==> config.mk <==
export PLATFORM = sky130hd
export DESIGN_NAME = dsteer_top
export DESIGN_NICKNAME = d
export VERILOG_FILES = /design/src/rtl/dsteer_pkg.sv /design/src/rtl/dsteer_pick.sv /design/src/rtl/dsteer_uq.sv /design/src/rtl/dsteer_top.sv
export SDC_FILE = /design/constraint.sdc
export NUM_CORES = 1
export LEC_CHECK = 0
export CAP_MARGIN = 20
export CORE_ASPECT_RATIO = 1.2
export CORE_MARGIN = 4
export CORE_UTILIZATION = 30
export CTS_BUF_LIST = sky130_fd_sc_hd__clkbuf_8
export DETAILED_ROUTE_END_ITERATION = 6
export PLACE_DENSITY = 0.59
export SLEW_MARGIN = 30
export SYNTH_ARGS = -nofsm -noshare
export SYNTH_HDL_FRONTEND = slang
export SYNTH_SLANG_ARGS = --single-unit
export TNS_END_PERCENT = 10
==> constraint.sdc <==
create_clock -name clk -period 27.7 [get_ports clk]
set_input_delay 4.155 -clock clk [delete_from_list [all_inputs] [get_ports clk]]
set_output_delay 4.155 -clock clk [all_outputs]
set_load 0.01 [all_outputs]
==> src/rtl/dsteer_pkg.sv <==
package dsteer_pkg;
    parameter int TAG_W    = 8;
    parameter int MAX_UOPS = 4;
    localparam int UCNT_W  = $clog2(MAX_UOPS);

    typedef struct packed {
        logic [TAG_W-1:0]  tag;
        logic [UCNT_W-1:0] um1;
        logic              br;
    } ins_t;

    typedef struct packed {
        logic [TAG_W-1:0]  tag;
        logic [UCNT_W-1:0] idx;
    } uop_t;
endpackage

==> src/rtl/dsteer_pick.sv <==
module dsteer_pick
    import dsteer_pkg::*;
#(
    parameter int NSLOT  = 3,
    parameter int QDEPTH = 6,
    localparam int NW    = MAX_UOPS + NSLOT - 1,
    localparam int UW    = $clog2(NW + 1),
    localparam int FW    = $clog2(QDEPTH + 1)
) (
    input  ins_t             win [NSLOT],
    input  logic [NSLOT-1:0] win_vld,
    input  logic [FW-1:0]    free,
    output logic [NSLOT-1:0] take,
    output logic [UW-1:0]    nuop
);
    logic [NSLOT-1:0] cand;
    logic [UW-1:0]    sum;
    logic             open;

    always_comb begin
        cand = '0;
        sum  = '0;
        open = 1'b1;
        for (int s = 0; s < NSLOT; s++) begin
            if (open && win_vld[s] && (s == 0 || win[s].um1 == '0)) begin
                cand[s] = 1'b1;
                sum     = sum + UW'(win[s].um1) + UW'(1);
                open    = !win[s].br;
            end else begin
                open = 1'b0;
            end
        end
        if (int'(sum) <= int'(free)) begin
            take = cand;
            nuop = sum;
        end else begin
            take = '0;
            nuop = '0;
        end
    end
endmodule

==> src/rtl/dsteer_uq.sv <==
module dsteer_uq
    import dsteer_pkg::*;
#(
    parameter int QDEPTH = 6,
    parameter int NW     = 6,
    parameter int NR     = 3,
    localparam int PW    = $clog2(QDEPTH),
    localparam int FW    = $clog2(QDEPTH + 1),
    localparam int UW    = $clog2(NW + 1)
) (
    input  logic          clk,
    input  logic          rst_n,
    input  logic [UW-1:0] wr_n,
    input  uop_t          wr [NW],
    input  logic          rd_rdy,
    output logic [FW-1:0] occ,
    output logic [NR-1:0] rd_vld,
    output uop_t          rd [NR]
);
    typedef struct packed {
        uop_t [QDEPTH-1:0] mem;
        logic [PW-1:0]     hd;
        logic [FW-1:0]     occ;
    } uq_st_t;

    uq_st_t st_d, st_q;
    int     npop;

    always_comb begin
        st_d = st_q;
        npop = 0;
        if (rd_rdy) npop = (int'(st_q.occ) >= NR) ? NR : int'(st_q.occ);
        for (int k = 0; k < NW; k++) begin
            if (k < int'(wr_n))
                st_d.mem[PW'((int'(st_q.hd) + int'(st_q.occ) + k) % QDEPTH)] = wr[k];
        end
        st_d.hd  = PW'((int'(st_q.hd) + npop) % QDEPTH);
        st_d.occ = FW'(int'(st_q.occ) + int'(wr_n) - npop);
    end

    always_ff @(posedge clk) begin
        if (!rst_n) begin
            st_q <= '0;
        end else begin
            st_q <= st_d;
        end
    end

    for (genvar i = 0; i < NR; i++) begin : g_rd
        assign rd[i]     = st_q.mem[PW'((int'(st_q.hd) + i) % QDEPTH)];
        assign rd_vld[i] = int'(st_q.occ) > i;
    end
    assign occ = st_q.occ;

    // the queue never holds more than its depth
    a_r5_no_overflow: assert property (@(posedge clk) disable iff (!rst_n)
        int'(st_q.occ) <= QDEPTH);

    // a ready dispatch with no new writes always shrinks a non-empty queue
    a_r7_drain: assert property (@(posedge clk) disable iff (!rst_n)
        (rd_rdy && wr_n == '0 && st_q.occ != '0) |=> (st_q.occ < $past(st_q.occ)));
endmodule

==> src/rtl/dsteer_top.sv <==
module dsteer_top
    import dsteer_pkg::*;
#(
    parameter int BUF_N  = 16,
    parameter int NSLOT  = 3,
    parameter int QDEPTH = 6,
    parameter int NDISP  = 3,
    localparam int NW    = MAX_UOPS + NSLOT - 1,
    localparam int UW    = $clog2(NW + 1),
    localparam int FW    = $clog2(QDEPTH + 1),
    localparam int HW    = $clog2(BUF_N + 1),
    localparam int IW    = $clog2(BUF_N)
) (
    input  logic                      clk,
    input  logic                      rst_n,
    input  logic [BUF_N*UCNT_W-1:0]   fill_um1,
    input  logic [BUF_N-1:0]          fill_br,
    input  logic [BUF_N*TAG_W-1:0]    fill_tag,
    output logic                      refill_req,
    output logic [NSLOT-1:0]          dec_slots,
    output logic [UW-1:0]             dec_uops,
    input  logic                      disp_rdy,
    output logic [NDISP-1:0]          disp_vld,
    output logic [NDISP*TAG_W-1:0]    disp_tag,
    output logic [NDISP*UCNT_W-1:0]   disp_idx
);
    typedef struct packed {
        ins_t [BUF_N-1:0] ibuf;
        logic [HW-1:0]    hd;
    } top_st_t;

    top_st_t          st_d, st_q;
    ins_t             win [NSLOT];
    logic [NSLOT-1:0] win_vld;
    logic [NSLOT-1:0] take;
    logic [UW-1:0]    nuop;
    logic [FW-1:0]    occ;
    uop_t             wr [NW];
    uop_t             rd [NDISP];
    int               ntake;
    int               lane;

    assign refill_req = (st_q.hd == HW'(BUF_N));

    // window: the slot s sees the instruction s places behind the head
    always_comb begin
        for (int s = 0; s < NSLOT; s++) begin
            win_vld[s] = 1'b0;
            win[s]     = '0;
            if (int'(st_q.hd) + s < BUF_N) begin
                win_vld[s] = 1'b1;
                win[s]     = st_q.ibuf[IW'(int'(st_q.hd) + s)];
            end
        end
    end

    dsteer_pick #(.NSLOT(NSLOT), .QDEPTH(QDEPTH)) u_pick (
        .win     (win),
        .win_vld (win_vld),
        .free    (FW'(QDEPTH) - occ),
        .take    (take),
        .nuop    (nuop)
    );

    always_comb begin
        st_d  = st_q;
        ntake = 0;
        lane  = 0;
        for (int k = 0; k < NW; k++) wr[k] = '0;
        if (refill_req) begin
            for (int j = 0; j < BUF_N; j++) begin
                st_d.ibuf[j].tag = fill_tag[j*TAG_W +: TAG_W];
                st_d.ibuf[j].um1 = fill_um1[j*UCNT_W +: UCNT_W];
                st_d.ibuf[j].br  = fill_br[j];
            end
            st_d.hd = '0;
        end else begin
            for (int s = 0; s < NSLOT; s++) begin
                if (take[s]) ntake++;
                for (int u = 0; u < MAX_UOPS; u++) begin
                    if (take[s] && u <= int'(win[s].um1) && lane < NW) begin
                        wr[lane].tag = win[s].tag;
                        wr[lane].idx = UCNT_W'(u);
                        lane++;
                    end
                end
            end
            st_d.hd = st_q.hd + HW'(ntake);
        end
    end

    always_ff @(posedge clk) begin
        if (!rst_n) begin
            st_q.ibuf <= '0;
            st_q.hd   <= HW'(BUF_N);
        end else begin
            st_q <= st_d;
        end
    end

    dsteer_uq #(.QDEPTH(QDEPTH), .NW(NW), .NR(NDISP)) u_uq (
        .clk    (clk),
        .rst_n  (rst_n),
        .wr_n   (nuop),
        .wr     (wr),
        .rd_rdy (disp_rdy),
        .occ    (occ),
        .rd_vld (disp_vld),
        .rd     (rd)
    );

    for (genvar i = 0; i < NDISP; i++) begin : g_disp
        assign disp_tag[i*TAG_W +: TAG_W]   = rd[i].tag;
        assign disp_idx[i*UCNT_W +: UCNT_W] = rd[i].idx;
    end

    assign dec_slots = take;
    assign dec_uops  = nuop;

    // no decode while the buffer is being reloaded
    a_r8_idle_on_refill: assert property (@(posedge clk) disable iff (!rst_n)
        refill_req |-> (dec_slots == '0));

    // the empty cycle lasts exactly one cycle
    a_r8_refill_pulse: assert property (@(posedge clk) disable iff (!rst_n)
        refill_req |=> !refill_req);

    // a decoded group always fits the space left in the queue
    a_r5_group_fits: assert property (@(posedge clk) disable iff (!rst_n)
        int'(dec_uops) <= QDEPTH - int'(occ));

    for (genvar g = 1; g < NSLOT; g++) begin : g_chk
        // a slot is used only when the slot before it is used
        a_r3_in_order: assert property (@(posedge clk) disable iff (!rst_n)
            dec_slots[g] |-> dec_slots[g-1]);
        // nothing follows a branch in the same cycle
        a_r4_one_branch: assert property (@(posedge clk) disable iff (!rst_n)
            dec_slots[g] |-> !win[g-1].br);
    end
endmodule

# --- Yosys cells after proc, flatten, opt, wreduce, memory -nomap -nowiden ---
# Cells that the tools add are included.
classes:
  n_eq_ne: 1
  add_sub_neg: 31
  n_reduce_logical: 46
  n_mux: 177
  div_mod_pow: 10
  order_cmp: 74
  n_bitwise: 12
op_table:
  columns: ["cell", "count"]
  rows:
  - ["bitwise mux 60 bit", 28]
  - ["2-to-1 mux 60 bit", 28]
  - ["demux 10 bit (select 3 bit)", 28]
  - ["2-to-1 mux 32 bit", 21]
  - ["adder 32 x 2 -> 32 bit, second input constant", 11]
  - [">= comparator 32 x 4 -> 1 bit, second input constant", 11]
  - ["less-than comparator 32 x 1 -> 1 bit, second input constant", 11]
  - ["less-than comparator 32 x 4 -> 1 bit, second input constant", 11]
  - ["inverter 32 bit", 11]
  - ["remainder unit 32 x 4 -> 32 bit, second input constant", 9]
  - ["2-to-1 mux 10 bit", 25]
  - ["binary-select mux 11 bit (select 4 bit)", 3]
  - ["2-to-1 mux 11 bit", 9]
  - ["binary-select mux 10 bit (select 3 bit)", 3]
  - ["adder 32 x 3 -> 32 bit, second input constant", 2]
  - ["adder 32 x 4 -> 32 bit, second input constant", 2]
  - ["less-than comparator 32 x 6 -> 1 bit, second input constant", 2]
  - ["less-than comparator 3 x 5 -> 1 bit, second input constant", 9]
  - ["logical AND 1 bit", 41]
  - ["remainder unit 4 x 4 -> 32 bit, second input constant", 1]
  - ["2-to-1 mux 5 bit", 5]
  - ["2-to-1 mux 2 bit", 11]
  - ["2-to-1 mux 3 bit", 7]
  - [">= comparator 3 x 1 -> 1 bit, second input constant", 6]
  - ["30 further kinds", 56]
totals:
  input_bits: 179
  reg_bits: 247
  output_inout_bits: 40
  wordCells: 415

# --- Depth between registers and ports, before layout ---
depth:
  depth_word: 77
  depth_mapped: 48
  depth_no_buf: 35

# --- Modules after synthesis ---
# Synthesis repeated with hierarchy kept, for this count alone.
unflattened:
  cells_unflattened: 2731
  hier_area_um2: 22680.5
by_module_without_submodules:
  columns: ["mod", "cells_per_inst", "area_per_inst_um2", "seq_area_each_um2", "n_inst"]
  rows:
  - ["dsteer_top", 1587, 14010.9, 3623.5, 1]
  - ["dsteer_uq", 1096, 8336.7, 1321.3, 1]
  - ["dsteer_pick", 48, 332.8, 0.0, 1]

# --- Worst setup path before layout ---
# No wires, ideal clock.
synth_timing:
  path_type: "reg-to-output"
  start: "register st_q[1] in the netlist's numbering"
  end: "output port dec_uops[2]"
  n_path_buf: 9
  required_ps: 23545
  path_slack_ps: 16201
  t_arrival_ps: 7344
  stages_incl_launch_ff: 29
  cell_sequence: "dfxtp_1 -> clkbuf_1 -> buf_2 -> buf_2 -> buf_2 -> buf_2 -> buf_1 -> inv_1 -> ha_1 -> buf_2 -> mux4_2 -> and3_1 -> a211o_1 -> a221oi_2 -> nor2_1 -> nor2_1 -> ha_1 -> inv_1 -> fa_1 -> o2111a_1 -> a2111o_1 -> nand4b_1 -> nor2_1 -> clkbuf_1 -> ha_1 -> o21ai_0 -> a32oi_2 -> clkbuf_1 -> nor3_1"
synth_via:
  elab_chain_len: 14
  word_cells_on_any_way: 40
  classes_between: "7 x add/sub; 4 x order compare; 21 x mux; 8 x reduce/logical"
synth_rtl:
  columns: ["item", "line", "rtl"]
  rows:
  - ["from (decl)", "dsteer_top.sv:32", "top_st_t st_d, st_q;"]
  - ["from (signal assigned)", "dsteer_top.sv:97", "st_q <= st_d;"]
  - ["branches (longest 11 deep; another with less-than comparator 32 x 6 -> 1 bit)", null, null]
  - ["2-to-1 mux 3 bit *", "dsteer_pick.sv:25", "if (open && win_vld[s] && (s == 0 || win[s].um1 == '0)) begin"]
  - ["<= comparator 3 bit", "dsteer_pick.sv:33", "if (int'(sum) <= int'(free)) begin"]
  - ["2-to-1 mux 3 bit *", "dsteer_pick.sv:33", null]
  - ["to (decl)", "dsteer_top.sv:21", "output logic [UW-1:0] dec_uops,"]
# Every way passes the cells marked *. The select of a mux whose other input is x is not followed.

# --- Final worst setup path ---
layout_timing:
  start: "register st_q[1] in the netlist's numbering"
  end: "output port dec_slots[0]"
layout_via:
  elab_chain_len: 14
  word_cells_on_any_way: 41
  classes_between: "7 x add/sub; 4 x order compare; 22 x mux; 8 x reduce/logical"
layout_rtl:
  columns: ["item", "line", "rtl"]
  rows:
  - ["branches (longest 13 deep; another with less-than comparator 32 x 6 -> 1 bit)", null, null]
  - ["2-to-1 mux 3 bit *", "dsteer_pick.sv:33", null]
  - ["to (decl)", "dsteer_top.sv:20", "output logic [NSLOT-1:0] dec_slots,"]
# Marked as above.

==> results_dict.tcl <==
set metrics [dict create \
    status "finished clean" \
    dr.pass1.iters 5 \
    timing.final.max_slew_violations 0 \
    synth.top_cell.area_share 0.252 \
    grt_overflow_total 0 \
    cts_max_path_buffers 3 \
    setup_viol 0 \
    path_delay_family "compound AO/OA/AOI/OAI gates" \
    crit_path_cell_trace "inv_1, ha_2, buf_4, mux4_1, and3_1, a211o_1, a221oi_2, nor2_1, nor2_1, ha_1, inv_1, fa_1, and3_1, o31ai_2, clkinv_1, ha_1, nor2b_1, o21ai_0, a32o_1, nand2b_1, inv_1, clkdlybuf4s50_1" \
    finalClockSkew_ns 0.0369 \
    cpMaxStageDelayCell "dfxtp_4" \
    antenna_left 0 \
    syn2layout_area_growth_pct 19.3 \
    portBuffers 218 \
    power.leakage_nw 8.51 \
    maxCapViolations 0 \
    cts_hold_buf 0 \
    postCtsResizedCells 0 \
    synthArstFlopShare 0 \
    fin_cells 3225 \
    htree_levels 2 \
    final_area_mm2 0.0234 \
    hold_viol 0 \
    die_area_mm2 0.0697 \
    grt_pass1_vias 18000 \
    netlist_area_mm2 0.0197 \
    antenna_found_initial 0 \
    critPathCaptureType "output port" \
    ys.flop_type "dfxtp_1" \
    power.switching_mw 1.22 \
    drt-initial-drc-count 1503 \
    crit_fanout 51 \
    cts-root-buf "clkbuf_8" \
    postSynthAreaPerCell_um2 8.80 \
    wl_per_cell_um 23.0 \
    holdWs_ns 0.481 \
    ys_warn_count 0 \
    vias_per_cell 5.65 \
    p_total_mw 2.52 \
    yosys-top-cells-area "dfxtp_1, mux4_2, nand2_1, a21boi_0, mux2i_1" \
    fin_nets 2609 \
    die_x_um 242 \
    post-route-min-period_ns 12.78 \
    clk-insertion-delay-late_ns 0.65 \
    numCtsBuffers 47 \
    cts_sinks 247 \
    grt_usage 0.204 \
    p_int_mw 1.30 \
    grt_setup_unrepaired "false" \
    hpwl_um 56800 \
    yosysSeqAreaShare 0.252 \
    fp-row-count 102 \
    drive_above_1_share 0.137 \
    routed_wl_um 74100 \
    power_frac_seq 0.207 \
    cp_common_cell "inv_1" \
    grt_pass1_wl_um 111000 \
    relSlewSlack 0.342 \
    layout_common_cells "nand2_1, dfxtp_1, clkdlybuf4s50_1, a21boi_0, mux4_2" \
    powerDensity_mw_per_mm2 108 \
    drc 0 \
    switching_share 0.485 \
    cp.arrival_ns 8.62 \
    synth.distinct_cells 95 \
    fin_crit_sh 0.461 \
    placed_cell_area_mm2 0.0224 \
    vdd_drop_max_uv 61.1 \
    antenna_cells 0 \
    ios 219 \
    gp_congestion 0.956 \
    fmax_mhz 78.3 \
    vias 18200 \
    syn-instance-count 2234 \
    post_cts_buffers 0 \
    setup_tns_ns 0 \
    min_path_type "flop to flop" \
    pwr-share-clk 0.152 \
    dpl.cell_count 3141 \
    coreArea_mm2 0.0647 \
    critPathMaxStageDelay_ns 0.87 \
    grt_max_degree 120 \
    crit_buf_inv 6 \
    synth_edf_count 0 \
    synth_fp_nets 2484 \
    dieHeight_um 288 \
    cp.required_ns 23.55 \
    clk_pin_slew_ns 0.06 \
    yosysTopAreaCell "dfxtp_1" \
    combPwrFrac 0.641 \
    worst_pin_slew_ns 0.979 \
    synth-seq-cells 247 \
    layout_commonest_cell "nand2_1" \
    tritoncts "done" \
    worstSetupPathType "flop to output port" \
    start_util 0.304 \
    cp-start-kind "flop" \
]
[sequential cells by signal, summed over array words and instances, names as in the netlist]
name,count
st_q,181
u_uq.occ,3
u_uq.st_q,63
[power by group through the flow]
stage | registers, mW | clock network [mW] | logic (mW)
after floorplan | 0.469 | 0 | 1.15
after global placement | 0.527 | 0 | 1.56
after detailed placement | 0.533 | 0 | 1.60
after CTS | 0.525 | 0.393 | 1.60
after global routing | 0.530 | 0.408 | 1.75
final | 0.521 | 0.383 | 1.62
[worst register-to-register path: cells and delay by family, from the launching register on]
kind | cells | cell delay (ns)
multiplexers | 2 | 0.91
buffers and inverters | 6 | 1.43
AO/OA/AOI/OAI | 9 | 3.10
AND/OR/NAND/NOR | 11 | 2.66
adder cells (fa/ha/maj) | 6 | 2.56
flip-flops | 1 | 0.87
[cells by family (layout without fill, tap and decap cells)]
| kind of cell | Yosys count | after routing | synth area share |
|---|---|---|---|
| mux | 290 | 290 | 0.249 |
| flops | 247 | 247 | 0.252 |
| compound gates | 546 | 546 | 0.204 |
| other cells | 1 | 1 | 0.000191 |
| fa+ha+maj | 71 | 71 | 0.0479 |
| simple gates | 823 | 823 | 0.187 |
| xor+xnor | 29 | 29 | 0.0133 |
| buf+inv | 227 | 386 | 0.0471 |
[path summary, 6_finish.rpt]
kind | startpoint | end | cells after the start | slack (ns)
worst min register to register | u_uq.st_q[58] | u_uq.st_q[58] | 1 | 0.48
worst min-delay path | u_uq.st_q[58] | u_uq.st_q[58] | 1 | 0.48
worst max register to register | st_q[1] | u_uq.st_q[30] | 34 | 16.11
worst max-delay path | st_q[1] | dec_slots[0] | 22 | 14.92
[through the flow]
| stage | util | worst slack, ns |
|---|---|---|
| CTS | 0.362 | 14.51 |
| detailed placement | 0.347 | 15.21 |
| floorplan | - | 16.20 |
| global placement | 0.347 | 15.54 |
| global route | 0.362 | 14.32 |
| finish | 0.362 | 14.92 |
[routing by layer]
metal / GRT usage / part of all wire / up-vias
li1: - / - / 8474
met1: 0.241 / 0.39 / 8851
met2: 0.370 / 0.50 / 738
met3: 0.0279 / 0.057 / 158
met4: 0.0945 / 0.048 / 0
met5: 0 / 0 / -
[Yosys cell counts (all sizes together) (7+ instances only)]
cell and n:
nor2 79, inv 48, mux2i 105, a211oi 27
o21ai 47, nand2 513, nor2b 22, dfxtp 247
a21o 9, buf 45, o221ai 14, o21a 17
a32o 15, nand2b 23, and3 18, mux2 30
o211ai 16, a21oi 52, ha 64, nand3 49
a31oi 18, fa 7, o31ai 16, a21boi 179
nor3 38, mux4 155, a221oi 12, xor2 7
clkbuf 129, xnor2 22, o22a 18, o22ai 59
and2 39
[cell type report]
cell class,instances,area (um2)
Tap cell,832,1040
Timing Repair Buffer,250,2440
Multi-Input combinational cell,1760,13800
Inverter,53,201
Sequential cell,247,4950
Clock buffer,57,785
Fill cell,6510,41300
Clock inverter,26,196
Note: power is estimated with default switching activity, not from simulation.
